==> src/rtl/irq_level_pkg.sv <==
package irq_level_pkg;
  localparam int unsigned NUM_SRC  = 14;
  localparam int unsigned LVL_W    = 3;
  localparam int unsigned PORT_BIT = 3;
  localparam int unsigned PORT_LVL = 2;

  typedef logic [LVL_W-1:0]   level_t;
  typedef logic [NUM_SRC-1:0] src_vec_t;

  // Fixed priority of each source bit.
  function automatic level_t level_of_bit(input int unsigned b);
    if (b == 13)            return level_t'(6);
    else if (b >= 11)       return level_t'(5);
    else if (b >= 7)        return level_t'(4);
    else if (b >= 4)        return level_t'(3);
    else if (b == PORT_BIT) return level_t'(PORT_LVL);
    else                    return level_t'(1);
  endfunction
endpackage

==> src/rtl/irq_level_encoder.sv <==
module irq_level_encoder
  import irq_level_pkg::*;
(
  input  src_vec_t pend_i,
  output level_t   lvl_o
);
  always_comb begin
    lvl_o = '0;
    for (int unsigned b = 0; b < NUM_SRC; b++) begin
      if (pend_i[b] && (level_of_bit(b) > lvl_o)) lvl_o = level_of_bit(b);
    end
  end
endmodule

==> src/rtl/irq_level_delay_line.sv <==
module irq_level_delay_line #(
  parameter int unsigned DEPTH = 5,
  parameter int unsigned W     = 3
) (
  input  logic         clk,
  input  logic         rst_n,
  input  logic [W-1:0] d_i,
  output logic [W-1:0] q_o
);
  logic [W-1:0] stage_q [DEPTH];

  always_ff @(posedge clk) begin
    if (!rst_n) begin
      for (int unsigned i = 0; i < DEPTH; i++) stage_q[i] <= '0;
    end else begin
      stage_q[0] <= d_i;
      for (int unsigned i = 1; i < DEPTH; i++) stage_q[i] <= stage_q[i-1];
    end
  end

  assign q_o = stage_q[DEPTH-1];
endmodule

==> src/rtl/irq_unmask_bypass.sv <==
module irq_unmask_bypass (
  input  logic clk,
  input  logic rst_n,
  input  logic req_bit_i,
  input  logic eff_en_i,
  output logic fast_o
);
  logic req_q, en_q, hold_q, fire;

  // Request already latched last cycle, enable just opened.
  assign fire   = req_bit_i & req_q & eff_en_i & ~en_q;
  assign fast_o = fire | hold_q;

  always_ff @(posedge clk) begin
    if (!rst_n) begin
      req_q  <= 1'b0;
      en_q   <= 1'b0;
      hold_q <= 1'b0;
    end else begin
      req_q  <= req_bit_i;
      en_q   <= eff_en_i;
      hold_q <= (fire | hold_q) & req_bit_i & eff_en_i;
    end
  end
endmodule

==> src/rtl/irq_boundary_sampler.sv <==
module irq_boundary_sampler
  import irq_level_pkg::*;
#(
  parameter bit LIVE = 1'b0
) (
  input  logic   clk,
  input  logic   rst_n,
  input  level_t lvl_i,
  input  logic   bus_cyc_i,
  input  logic   boundary_i,
  input  level_t mask_i,
  output logic   take_o,
  output level_t take_lvl_o
);
  level_t seen_q, decide;

  generate
    if (LIVE) begin : g_live
      assign decide = lvl_i;
    end else begin : g_latched
      assign decide = seen_q;
    end
  endgenerate

  always_ff @(posedge clk) begin
    if (!rst_n) begin
      seen_q     <= '0;
      take_o     <= 1'b0;
      take_lvl_o <= '0;
    end else begin
      if (bus_cyc_i) seen_q <= lvl_i;
      take_o     <= boundary_i && (decide > mask_i);
      take_lvl_o <= (boundary_i && (decide > mask_i)) ? decide : '0;
    end
  end
endmodule

==> src/rtl/irq_level_pipe.sv <==
module irq_level_pipe
  import irq_level_pkg::*;
#(
  parameter int unsigned DELAY = 5
) (
  input  logic        clk,
  input  logic        rst_n,
  input  logic [13:0] req_i,
  input  logic [13:0] en_i,
  input  logic        master_en_i,
  input  logic        bus_cyc_i,
  input  logic        boundary_i,
  input  logic [2:0]  mask_i,
  output logic [2:0]  lvl_o,
  output logic [13:0] pend_o,
  output logic        take_o,
  output logic [2:0]  take_lvl_o
);
  localparam bit LIVE = (DELAY == 0);

  level_t enc_lvl;

  assign pend_o = req_i & en_i & {NUM_SRC{master_en_i}};

  irq_level_encoder u_enc (.pend_i(pend_o), .lvl_o(enc_lvl));

  generate
    if (LIVE) begin : g_nodelay
      assign lvl_o = enc_lvl;
    end else begin : g_delay
      level_t piped;
      logic   fast;

      irq_level_delay_line #(.DEPTH(DELAY), .W(LVL_W)) u_dly (
        .clk(clk), .rst_n(rst_n), .d_i(enc_lvl), .q_o(piped)
      );

      irq_unmask_bypass u_byp (
        .clk(clk), .rst_n(rst_n),
        .req_bit_i(req_i[PORT_BIT]),
        .eff_en_i(en_i[PORT_BIT] & master_en_i),
        .fast_o(fast)
      );

      assign lvl_o = (fast && (piped < level_t'(PORT_LVL))) ? level_t'(PORT_LVL) : piped;
    end
  endgenerate

  irq_boundary_sampler #(.LIVE(LIVE)) u_smp (
    .clk(clk), .rst_n(rst_n), .lvl_i(lvl_o),
    .bus_cyc_i(bus_cyc_i), .boundary_i(boundary_i), .mask_i(mask_i),
    .take_o(take_o), .take_lvl_o(take_lvl_o)
  );
endmodule

==> config.mk <==
export PLATFORM = sky130hd
export DESIGN_NAME = irq_level_pipe
export DESIGN_NICKNAME = d
export VERILOG_FILES = /design/src/rtl/irq_level_pkg.sv /design/src/rtl/irq_level_encoder.sv /design/src/rtl/irq_level_delay_line.sv /design/src/rtl/irq_unmask_bypass.sv /design/src/rtl/irq_boundary_sampler.sv /design/src/rtl/irq_level_pipe.sv
export SDC_FILE = /design/constraint.sdc
export NUM_CORES = 1
export LEC_CHECK = 0
export BUFFER_PORTS_ARGS = -buffer_cell sky130_fd_sc_hd__buf_2
export CAP_MARGIN = 10
export CORE_AREA = 5 5 60 62
export DETAILED_ROUTE_END_ITERATION = 12
export DIE_AREA = 0 0 65 67
export PLACE_DENSITY = 0.67
export RECOVER_POWER = 100
export SETUP_SLACK_MARGIN = 0.3
export SYNTH_ARGS = -nofsm -noshare
export SYNTH_HDL_FRONTEND = slang
export SYNTH_SLANG_ARGS = --single-unit
==> constraint.sdc <==
create_clock -name clk -period 1.5 [get_ports clk]
set_input_delay 0.3 -clock clk [delete_from_list [all_inputs] [get_ports clk]]
set_output_delay 0.3 -clock clk [all_outputs]
set_load 0.05 [all_outputs]
* Word level (Yosys, flattened, before mapping) *
Memories as Yosys holds them, arrays and structs flattened.
Cells that the tools add are included.
W data, S select, Z words.

word-level totals
  bits in latches = 0
  output and inout bits = 21
  memories = 1
  RAM bits = 15
  input port bits = 36
  logic and storage cells = 75
  register bits = 10
  ROM bits = 0

memories
  name                   words  width  read ports  clocked after Yosys merged registers in  wr ports  line                        RTL
  g_delay.u_dly.stage_q  5      3      5           0                                        5         irq_level_delay_line.sv:10  logic [W-1:0] stage_q [DEPTH];

cells by class
  divide/modulo/power cells = 0
  add/sub/neg operators = 0
  shift operators = 0
  magnitude comparators = 15
  equality and inequality tests = 0
  $mul = 0
  reductions and logical operators = 16
  bitwise logic cells = 15
  mux-type cells = 22

operators with widths
  kind                  number
  $mux W3               19
  $and A14 B14 Y14      2
  $gt A3 B3 Y1 const A  7
  $logic_and A1 B1 Y1   15
  $gt A2 B3 Y1 const A  4
  $and A1 B1 Y1         6
  $gt A1 B3 Y1 const A  2
  $or A1 B1 Y1          6
  $gt A3 B3 Y1          1
  $lt A3 B2 Y1 const B  1
  $mux W1               3
  $reduce_and A2 Y1     1
  $not A1 Y1            1

* Depth between registers and ports, before layout *
  depth after elaboration = 43
  depth in mapped cells = 5
  mapped depth without buffers = 5

* Hierarchy *
Synthesis repeated with hierarchy kept, for this count alone.

second synthesis, totals
  cell total of the unflattened synthesis = 98
  area total of the unflattened synthesis = 1033.5 um^2

modules (own cells, without submodules)
  module                seq. area each (um^2)  cells an instance  area each (um^2)  times used
  irq_level_delay_line  300.3                  31                 419.2             1
  irq_boundary_sampler  140.1                  28                 294.0             1
  irq_level_pipe        0.0                    20                 136.4             1
  irq_unmask_bypass     60.1                   8                  106.4             1
  irq_level_encoder     0.0                    11                 77.6              1

* Worst setup path after synthesis *
No wires, ideal clock.

  path type = input port to output port
  start = input req_i[3]
  end = output lvl_o[1]
  data arrival time = 1272 ps
  cell stages on the path = 4
  setup slack = -72 ps
  data required time = 1200 ps
  path buffers = 0
  cell sequence = nand3_1 inv_1 nand3_1 nand2_1

on the way
  longest elaborated chain between the ends = 6

ends and longest elaborated chain
  what                         line                     RTL
  from (decl)                  irq_level_pipe.sv:8      input logic [13:0] req_i,
  $and A1 B1 Y1 (3 in series)  irq_unmask_bypass.sv:11  assign fire = req_bit_i & req_q & eff_en_i & ~en_q;
  $or A1 B1 Y1                 irq_unmask_bypass.sv:12  assign fast_o = fire | hold_q;
  $logic_and A1 B1 Y1          irq_level_pipe.sv:45     assign lvl_o = (fast && (piped < level_t'(PORT_LVL))) ? level_t'(PORT_LVL) : piped;
  $mux W3                      irq_level_pipe.sv:45
  to (decl)                    irq_level_pipe.sv:14     output logic [2:0] lvl_o,

No other way between the ends.

* Worst setup path after layout *
  start = register g_delay.u_byp.en_q
  end = output lvl_o[0]

on the way
  longest elaborated chain between the ends = 5

ends and longest elaborated chain
  what                    line                     RTL
  from (decl)             irq_unmask_bypass.sv:8   logic req_q, en_q, hold_q, fire;
  from (signal assigned)  irq_unmask_bypass.sv:21  en_q <= eff_en_i;
  $not A1 Y1              irq_unmask_bypass.sv:11
  $and A1 B1 Y1           irq_unmask_bypass.sv:11
  $or A1 B1 Y1            irq_unmask_bypass.sv:12
  $logic_and A1 B1 Y1     irq_level_pipe.sv:45
  $mux W3                 irq_level_pipe.sv:45

No other way between the ends.

==> impl_metrics.yaml <==
run_status:
  status: "complete, but fails checks"
  violations: "setup timing"
flow_run:
  cap_viol_max_count: 0
timing:
  hold_violations: 0
  tightest_slew_ns: 0.6850
  finalMaxSlewViolations: 0
  fmax_ghz: 0.5232
  setup_ws_ns: -0.4112
  post-route-period-util_pct: 127.4
  rsz0062_at_grt: "yes"
  fin_skew_ns: 0.007335
  period_minus_slack_ns: 1.911
  final-setup-viol-count: 2
  slew_headroom_pct: 54.33
  setup-tns-final_ns: -0.4954
placement:
  dp_cells: 196
  io_buffers: 56
  dp_slack_ns: -0.08226
  dpl.hpwl_um: 2023
  gp_congestion: 0.7635
logic_synthesis:
  ys_async_sr_fraction_pct: 0
  synth_commonest_cells: "25 x dfxtp_1, 14 x and2_1, 10 x and3_1"
  ys_seq_elements: 25
  ys_seq_area_share_pct: 48.02
  synth_top_area_share_pct: 48.02
  syn_inst: 108
  netlist_area_um2: 1042
  synth_cell_types: 30
  synth_edf_count: 0
  synth.area.top_cells: "dfxtp_1 48%, and2_1 8.4%, and3_1 6.0%, ha_1 3.6%, inv_1 3.2%"
  syn_avg_cell_area_um2: 9.650
  synth_top_cell_by_area: "dfxtp_1"
  ys.flop_type: "dfxtp_1"
  synth.most_common_cell: "dfxtp_1"
  synth_fp_nets: 147
  ys_warn_count: 0
cts:
  numCtsBuffers: 3
  clk_latency_ns: 0.32
  clk_pin_slew_ns: 0.14
  clock_path_buffers: 2
  ctsHoldBuffers: 0
  htree_levels: 1
  cts_tree: "yes"
  cts_sinks: 25
  clock-root-buffer: "clkbuf_4"
layout:
  final_cells: 205
  fill_cells: 265
  drive_gt1_share_pct: 54.07
  antenna_cells: 0
  num-nets-final: 212
  syn_to_final_growth_pct: 54.74
setup_path:
  crit_required_ns: 1.20
  worst-setup-path-type: "flip-flop to primary output"
  critPathMaxFanout: 2
  cp-end-kind: "primary output"
  critPathLaunchType: "flip-flop"
  arrival_ns: 1.61
power:
  power-per-cell-area_nw_per_um2: 787.1
  switching_share_pct: 28.83
  power_leakage_nw: 0.7271
  power.share.clock_pct: 24.1
  seqPwrFrac_pct: 54.3
  p_comb_share_pct: 21.7
  cellInternalPower_uw: 903.4
  p_sw_uw: 366.0
  vdd_drop_max_mv: 0.2908
routing:
  initialDrtViolationCount: 24
  num_vias: 1064
  drc_errors: 0
  wirelength_um: 2842
  dr.pass1.iters: 4
  post_drt_wl_per_cell_um: 13.86
  via_per_inst: 5.190
  ant_nets: 0
grt:
  antenna_found_initial: 0
  grt_pass1_wl_um: 4388
  grt_usage_pct: 12.88
  grt_pass1_vias: 1091
  grt_overflow_total: 0
  grt_max_degree: 20
floorplanning:
  start_util_pct: 35.00
  pin_count: 57
  die_y_um: 67
  die_x_um: 65
  dieArea_um2: 4355
  core_area_um2: 2978
  num_rows: 20
min_path:
  hold_path_class: "input pin to flip-flop"
## layout by cell type (no fill, tap or decap), types with 3 or more instances in the layout
cell type and instances:
and3_4 9, buf_4 8, clkbuf_2 14, inv_1 8, and2_1 7, and2_0 7
buf_2 32, nand3_1 3, a22oi_1 3, dfxtp_1 22, and3_1 3, clkbuf_4 3
buf_6 6
## routing by layer
layer	vias up	wire length [um]	GRT usage, %
li1	517	-	-
met1	480	1179	14.02
met2	63	1329	24.01
met3	4	305	3.541
met4	0	27	3.958
met5	-	0	0
## cell type report
type	count	area (um2)	share of cell area (%)
Clock inverter	1	7.507	0.4655
Timing Repair Buffer	63	380.4	23.58
Tap cell	33	41.29	2.560
Inverter	10	41.29	2.560
Multi-Input combinational cell	70	613.1	38.01
Clock buffer	3	22.52	1.396
Sequential cell	25	506.7	31.42
## cells by family (layout without fill, tap and decap cells)
kind of cell,count (synthesis),after routing,share of synthesized area (%)
compound gates,22,22,16.21
buf+inv,13,77,4.801
fa+ha+maj,3,3,3.602
simple gates,44,44,26.41
flops,25,25,48.02
mux,1,1,0.9604
## path summary, 6_finish.rpt
kind	start	end	slack (ns)	cells past startpoint
worst max register to register	g_delay.u_byp.en_q	u_smp.decide[0]	0.21	3
worst min-delay path	bus_cyc_i	u_smp.decide[1]	0.22	2
worst max-delay path	g_delay.u_byp.en_q	lvl_o[0]	-0.41	3
worst min register to register	g_delay.u_dly.stage_q[0][0]	g_delay.u_dly.stage_q[0][3]	0.45	1
## through the flow
stage               instance area (um2)  hold slack, ns  total power, mW  utilization [%]
finish                             1613          0.2227            1.269            54.16
global route                       1613          0.2035            1.336            54.16
CTS                                1594          0.2056            1.278            53.53
detailed placement                 1386          0.4203           0.9293            46.55
global placement                   1386          0.4148           0.9229            46.55
floorplan                          1062          0.4002           0.8388                -
## flip-flops by register name, summed over array words and instances (netlist names)
register               count
g_delay.u_dly.stage_q     15
u_smp.decide               3
u_smp.take_lvl_o           3
g_delay.u_byp.en_q         1
g_delay.u_byp.hold_q       1
g_delay.u_byp.req_q        1
u_smp.take_o               1
## power by group through the flow
stage	registers, mW	clock network, mW	logic [mW]
floorplan	0.704	0	0.135
global placement	0.702	0	0.221
detailed placement	0.704	0	0.226
CTS	0.690	0.322	0.265
global route	0.692	0.347	0.298
finish	0.689	0.305	0.275
## worst max-delay path, stage by stage (launching register included)
cell and delay [ns]:
dfxtp_2 0.35, or4b_4 0.54, o211a_4 0.25, buf_6 0.15
## what timing repair did
action | CTS | global route
cloned | 1 | 0
setup buffers | 3 | 1
pin swaps | 4 | 6
setup endpoints to repair | 26 | 19
resized for setup | 46 | 29
No activity file was read; power rests on OpenSTA's default activity.
